<file path="src/rtl/serial_rx_pkg.sv">
package serial_rx_pkg;
  function automatic int unsigned trig_level(input logic [1:0] sel,
                                             input int unsigned l0,
                                             input int unsigned l1,
                                             input int unsigned l2,
                                             input int unsigned l3);
    case (sel)
      2'd0:    return l0;
      2'd1:    return l1;
      2'd2:    return l2;
      default: return l3;
    endcase
  endfunction
endpackage

</file>
<file path="src/rtl/rx_fifo_store.sv">
module rx_fifo_store #(
  parameter int DW    = 8,
  parameter int DEPTH = 16,
  localparam int AW   = $clog2(DEPTH),
  localparam int CW   = $clog2(DEPTH + 1)
) (
  input  logic          clk_i,
  input  logic          rst_ni,
  input  logic          flush_i,
  input  logic          wr_i,
  input  logic [DW-1:0] wdata_i,
  input  logic          rd_i,
  output logic [DW-1:0] rdata_o,
  output logic [CW-1:0] count_o,
  output logic          empty_o,
  output logic          full_o
);
  logic [DW-1:0] mem_q [DEPTH];
  logic [AW-1:0] head_q, tail_q;
  logic [CW-1:0] cnt_q;

  function automatic logic [AW-1:0] wrap_inc(input logic [AW-1:0] p);
    return (p == AW'(DEPTH - 1)) ? '0 : p + AW'(1);
  endfunction

  always_ff @(posedge clk_i) begin
    if (wr_i) mem_q[head_q] <= wdata_i;
  end

  always_ff @(posedge clk_i or negedge rst_ni) begin
    if (!rst_ni) begin
      head_q <= '0;
      tail_q <= '0;
      cnt_q  <= '0;
    end else if (flush_i) begin
      head_q <= '0;
      tail_q <= '0;
      cnt_q  <= '0;
    end else begin
      if (wr_i) head_q <= wrap_inc(head_q);
      if (rd_i) tail_q <= wrap_inc(tail_q);
      case ({wr_i, rd_i})
        2'b10:   cnt_q <= cnt_q + CW'(1);
        2'b01:   cnt_q <= cnt_q - CW'(1);
        default: cnt_q <= cnt_q;
      endcase
    end
  end

  assign empty_o = (cnt_q == '0);
  assign full_o  = (cnt_q == CW'(DEPTH));
  assign count_o = cnt_q;
  assign rdata_o = empty_o ? '0 : mem_q[tail_q];
endmodule

</file>
<file path="src/rtl/rx_idle_timer.sv">
module rx_idle_timer #(
  parameter int TIMEOUT_ETU = 15,
  localparam int TW         = $clog2(TIMEOUT_ETU + 1)
) (
  input  logic clk_i,
  input  logic rst_ni,
  input  logic arm_i,
  input  logic cancel_i,
  input  logic tick_i,
  output logic expire_o
);
  logic          active_q;
  logic [TW-1:0] cnt_q;
  logic          last;

  assign last     = (cnt_q == TW'(TIMEOUT_ETU - 1));
  // a restart or stop in the same cycle overrides expiry
  assign expire_o = active_q & tick_i & last & ~arm_i & ~cancel_i;

  always_ff @(posedge clk_i or negedge rst_ni) begin
    if (!rst_ni) begin
      active_q <= 1'b0;
      cnt_q    <= '0;
    end else if (cancel_i) begin
      active_q <= 1'b0;
      cnt_q    <= '0;
    end else if (arm_i) begin
      active_q <= 1'b1;
      cnt_q    <= '0;
    end else if (active_q && tick_i) begin
      if (last) begin
        active_q <= 1'b0;
        cnt_q    <= '0;
      end else begin
        cnt_q <= cnt_q + TW'(1);
      end
    end
  end
endmodule

</file>
<file path="src/rtl/rx_trig_ctrl.sv">
module rx_trig_ctrl #(
  parameter int DEPTH   = 16,
  parameter int TRIG_L0 = 1,
  parameter int TRIG_L1 = 4,
  parameter int TRIG_L2 = 8,
  parameter int TRIG_L3 = 14,
  localparam int CW     = $clog2(DEPTH + 1)
) (
  input  logic          clk_i,
  input  logic          rst_ni,
  input  logic          flush_i,
  input  logic          push_ok_i,
  input  logic          pop_ok_i,
  input  logic [CW-1:0] count_i,
  input  logic [1:0]    trig_sel_i,
  input  logic          expire_i,
  output logic          arm_o,
  output logic          cancel_o,
  output logic          rdy_o
);
  import serial_rx_pkg::*;

  logic [CW-1:0] nxt_cnt, trig;
  logic          reach, below, rdy_q;

  assign trig    = CW'(trig_level(trig_sel_i, TRIG_L0, TRIG_L1, TRIG_L2, TRIG_L3));
  assign nxt_cnt = count_i + CW'(push_ok_i) - CW'(pop_ok_i);
  assign reach   = push_ok_i & (nxt_cnt >= trig);
  assign below   = nxt_cnt < trig;

  assign arm_o    = push_ok_i & ~reach;
  assign cancel_o = flush_i | reach | (pop_ok_i & ~push_ok_i & (nxt_cnt == '0));

  always_ff @(posedge clk_i or negedge rst_ni) begin
    if (!rst_ni)                rdy_q <= 1'b0;
    else if (flush_i)           rdy_q <= 1'b0;
    else if (reach)             rdy_q <= 1'b1;
    else if (pop_ok_i && below) rdy_q <= 1'b0;
    else if (expire_i)          rdy_q <= 1'b1;
  end

  assign rdy_o = rdy_q;
endmodule

</file>
<file path="src/rtl/serial_rx_fifo.sv">
module serial_rx_fifo #(
  parameter int DW          = 8,
  parameter int DEPTH       = 16,
  parameter int TIMEOUT_ETU = 15,
  parameter int TRIG_L0     = 1,
  parameter int TRIG_L1     = 4,
  parameter int TRIG_L2     = 8,
  parameter int TRIG_L3     = 14,
  localparam int CW         = $clog2(DEPTH + 1)
) (
  input  logic          clk_i,
  input  logic          rst_ni,
  input  logic          push_i,
  input  logic [DW-1:0] push_data_i,
  input  logic          pop_i,
  input  logic          flush_i,
  input  logic [1:0]    trig_sel_i,
  input  logic          rx_en_i,
  input  logic          rx_ie_i,
  input  logic          etu_tick_i,
  output logic [DW-1:0] pop_data_o,
  output logic [CW-1:0] count_o,
  output logic          rdy_o,
  output logic          irq_o
);
  logic          empty, full, push_ok, pop_ok, arm, cancel, expire, rdy;
  logic [CW-1:0] count;

  assign push_ok = push_i & rx_en_i & ~full & ~flush_i;
  assign pop_ok  = pop_i & ~empty & ~flush_i;

  rx_fifo_store #(.DW(DW), .DEPTH(DEPTH)) u_store (
    .clk_i   (clk_i),
    .rst_ni  (rst_ni),
    .flush_i (flush_i),
    .wr_i    (push_ok),
    .wdata_i (push_data_i),
    .rd_i    (pop_ok),
    .rdata_o (pop_data_o),
    .count_o (count),
    .empty_o (empty),
    .full_o  (full)
  );

  rx_trig_ctrl #(
    .DEPTH(DEPTH), .TRIG_L0(TRIG_L0), .TRIG_L1(TRIG_L1),
    .TRIG_L2(TRIG_L2), .TRIG_L3(TRIG_L3)
  ) u_ctrl (
    .clk_i      (clk_i),
    .rst_ni     (rst_ni),
    .flush_i    (flush_i),
    .push_ok_i  (push_ok),
    .pop_ok_i   (pop_ok),
    .count_i    (count),
    .trig_sel_i (trig_sel_i),
    .expire_i   (expire),
    .arm_o      (arm),
    .cancel_o   (cancel),
    .rdy_o      (rdy)
  );

  rx_idle_timer #(.TIMEOUT_ETU(TIMEOUT_ETU)) u_timer (
    .clk_i    (clk_i),
    .rst_ni   (rst_ni),
    .arm_i    (arm),
    .cancel_i (cancel),
    .tick_i   (etu_tick_i),
    .expire_o (expire)
  );

  assign count_o = count;
  assign rdy_o   = rdy;
  assign irq_o   = rdy & rx_ie_i;
endmodule

</file>
<file path="config.mk">
export PLATFORM = sky130hd
export DESIGN_NAME = serial_rx_fifo
export DESIGN_NICKNAME = d
export VERILOG_FILES = /design/src/rtl/serial_rx_pkg.sv /design/src/rtl/rx_fifo_store.sv /design/src/rtl/rx_idle_timer.sv /design/src/rtl/rx_trig_ctrl.sv /design/src/rtl/serial_rx_fifo.sv
export SDC_FILE = /design/constraint.sdc
export NUM_CORES = 1
export LEC_CHECK = 0
export CAP_MARGIN = 20
export CORE_MARGIN = 1
export CORE_UTILIZATION = 45
export DETAILED_ROUTE_END_ITERATION = 7
export GPL_TIMING_DRIVEN = 0
export PLACE_DENSITY = 0.63
export SKIP_CTS_REPAIR_TIMING = 1
export SLEW_MARGIN = 20
export SYNTH_ARGS = -nofsm -noshare
export SYNTH_HDL_FRONTEND = slang
export SYNTH_SLANG_ARGS = --single-unit
export TNS_END_PERCENT = 50
</file>
<file path="constraint.sdc">
create_clock -name clk_i -period 4.3 [get_ports clk_i]
set_clock_uncertainty 0.1 [all_clocks]
set_input_delay 0.43 -clock clk_i [delete_from_list [all_inputs] [get_ports clk_i]]
set_output_delay 0.43 -clock clk_i [all_outputs]
set_load 0.03 [all_outputs]
</file>
==> results.md <==
- Netlist cell types: 49
- Worst setup SP type: flip-flop
- Total number of vias: roughly 3400
- Relative slew slack: 27.6%
- CTS tree: yes
- FP Rows: between 40 and 50
- Clock sink count: 147
- Count of final setup violators: 0
- Cell family with most CP delay: buffers and inverters
- Most used cell, CP: clkbuf_1
- Worst min path class: input pin to asynchronous set/reset pin
- Remaining antenna violation count after routing: 0
- Slew at the pin with the worst max-slew slack: about 1.1 ns
- Signal arrival time at the worst endpoint: 3.50 ns
- Gpl congestion: 0.784
- Post-Route Setup TNS: 0 ns
- Syn Std Cell Area: 6590 µm²
- Fmax: 248 MHz
- Leakage: 2.64 nW
- Register area: 4320 µm²
- Root Buffer: clkbuf_16
- Minimum clock period: roughly 4.0 ns
- # nets final: 466
- # diodes: 0
- Starting Density: 46.8%
- Maximum vdd ir drop: 0.296 mV
- DIE HEIGHT: around 120 µm
- Syn Area/Cell: 17.6 µm²
- Crit path kind: flip-flop to output pin
- Fin crit share: 93.7%
- Share of cells above drive strength 1: around 16%
- First-pass GRT wire length: 20.1 mm
- CP max stage cell: clkdlybuf4s50_1
- EDFF count, synth: 128
- RSZ-0062 raised after global routing: no
- H-Tree Depth: 4
- Core area: 14100 µm²
- Layout area overhead: 16.5%
- Post-synth ARST share: 12.9%
- Yosys warns: 0
- Main synth FF type: edfxtp_1
- CP Max Fanout: 10
- Hold Fails Final Rpt: 0
- Largest net degree at the start of global routing: 20
- Iteration-0 DRC Markers: 243
- Mapped Nets: 415
- FF+latch count, synth: between 100 and 150
- Max-slew violations: 0
- Number of port buffers: 32
- Dpl cells: between 500 and 600
- Top Ports: 33
- Post-DP HPWL: around 8.8 mm
- Worst setup EP type: output pin
- Status: completed
- Fillers: 1138
- Worst-Skew Late Latency: 0.41 ns
- Power Density: 594 nW/µm²
- Via density: 5.51
- CTS max path bufs: 2
- DIE AREA: 15100 µm²
- Critical-path cell list: clkbuf_1, clkbuf_1, mux4_1, mux4_2, nor2b_4, clkdlybuf4s50_1
- Worst-path clk slew: 0.06 ns
- Drt pass-1 iters: 4
- Post-Synthesis Cells: 375
- Max Cap Violations: 0
- TritonCTS Buffers: 17
- Final WL: around 13 mm
- Non-filler cells, final: 619
- Sequential fraction of the synthesis area: 65.5%
- CP required: 3.77 ns
- Initial antenna violation count: 0
- Critical path buffers and inverters: 3
- Chip width: 123 µm
- Grt ovf: 0
- Delay of the slowest critical-path stage: 0.59 ns
- Vias in the first global route: about 3400
- Total global-route track usage: slightly below 20%
- DRC viols: 0
- Multi-input combinational cell area: around 2100 µm²
- Post-DR wirelength/cell: 21.1 µm
-- per-layer routing --
metal | vias to the layer above | track usage (%) | wire (µm)
met5 | - | 0 | 0
met4 | 0 | 7.68 | 158
met3 | 14 | 3.87 | 593
met2 | 67 | 28.9 | 6140
met1 | 1740 | 27.8 | 6200
li1 | 1587 | - | -
-- cell families (layout without fill, tap and decap cells) --
logic type / count (synthesis) / after routing / share of synthesized area, %
compound gates: 44 / 44 / 4.37
xor+xnor: 12 / 12 / 1.71
fa+ha+maj: 22 / 22 / 4.40
buf+inv: 33 / 97 / 2.47
flops: 147 / 147 / 65.5
mux: 42 / 42 / 14.7
simple gates: 75 / 75 / 6.83
-- power by group --
group / switching (W) / leakage (nW) / internal [W] / total, W
combinational: 0.000845 / 0.965 / 0.000716 / 0.00156
clock: 0.000559 / 0.259 / 0.000792 / 0.00135
sequential: 0.0000567 / 1.41 / 0.00159 / 0.00165
total: 0.00146 / 2.64 / 0.00310 / 0.00456
-- layout by cell type, fill, tap and decap left out, types with 6 or more instances in the layout --
cell / netlist / final
edfxtp_1: 128 / 128
clkdlybuf4s50_1: 0 / 32
mux4_2: 27 / 27
nor2_1: 20 / 20
ha_1: 20 / 20
dfrtp_1: 19 / 19
inv_1: 18 / 18
a21oi_1: 18 / 18
clkbuf_16: 0 / 17
nand2_1: 13 / 13
mux4_1: 13 / 13
and2_1: 13 / 13
clkbuf_1: 9 / 10
xor2_1: 7 / 7
o21ai_0: 6 / 6
-- registers in the layout, summed over array words and instances, names as in the netlist --
| signal | count |
|---|---|
| u_store.mem_q | 128 |
| u_store.count_o | 5 |
| u_store.head_q | 4 |
| u_store.tail_q | 4 |
| u_timer.cnt_q | 4 |
| u_ctrl.rdy_o | 1 |
| u_timer.active_q | 1 |
-- cell type report --
class,count,share of cell area [%]
Sequential cell,147,56.2
Multi-Input combinational cell,195,27.5
Clock buffer,19,5.64
Timing Repair Buffer,32,4.17
Tap cell,180,2.93
Clock inverter,13,1.43
Buffer,15,1.25
Inverter,18,0.879
-- cells in the mapped netlist, drive strengths merged (3+ instances only) --
library cell	count	share of area (%)
a21o	4	0.46
a21oi	18	1.4
a311oi	3	0.40
and2	13	1.2
buf	6	0.93
clkbuf	9	0.51
dfrtp	19	7.2
edfxtp	128	58
ha	20	3.8
inv	18	1.0
mux4	40	14
nand2	13	0.74
nand3	4	0.30
nor2	20	1.1
nor2b	9	1.4
o211ai	3	0.34
o21ai	7	0.53
or3	3	0.28
xnor2	5	0.78
xor2	7	0.93
-- worst register-to-register path, stage by stage (launching register included) --
cell      delay [ns]
dfrtp_1         0.42
inv_1           0.13
ha_1            0.18
nor4b_2         0.29
nand2b_4        0.24
nor2_1          0.05
ha_1            0.29
inv_1           0.04
ha_1            0.19
fa_1            0.40
xor2_1          0.24
ha_1            0.28
a21o_1          0.18
a21oi_1         0.19
o21ai_0         0.13
or3_1           0.32
a21oi_1         0.14
-- stage by stage --
step | utilization (%) | total power, W | area (µm²) | setup WS (ns) | hold WS, ns
floorplan | - | 0.00280 | 6590 | 0.648 | 0.0344
global placement | 50.6 | 0.00323 | 7140 | -0.0928 | 0.464
detailed placement | 50.6 | 0.00325 | 7140 | -0.140 | 0.472
CTS | 54.5 | 0.00460 | 7680 | 0.236 | 0.434
global route | 54.5 | 0.00479 | 7680 | 0.0521 | 0.500
finish | 54.5 | 0.00456 | 7680 | 0.273 | 0.412
-- path summary, 6_finish.rpt --
kind	start	end	slack, ns	cells after the start
max in group asynchronous	rst_ni	u_store.tail_q[1]	3.14	1
max reg2reg	u_store.count_o[2]	u_timer.active_q	0.39	16
min reg2reg	u_ctrl.rdy_o	u_ctrl.rdy_o	0.48	2
max	u_store.tail_q[1]	pop_data_o[1]	0.27	6
min in group clk_i	u_ctrl.rdy_o	u_ctrl.rdy_o	0.48	2
min	rst_ni	u_ctrl.rdy_o	0.41	1
No activity file was read; power rests on OpenSTA's default activity.
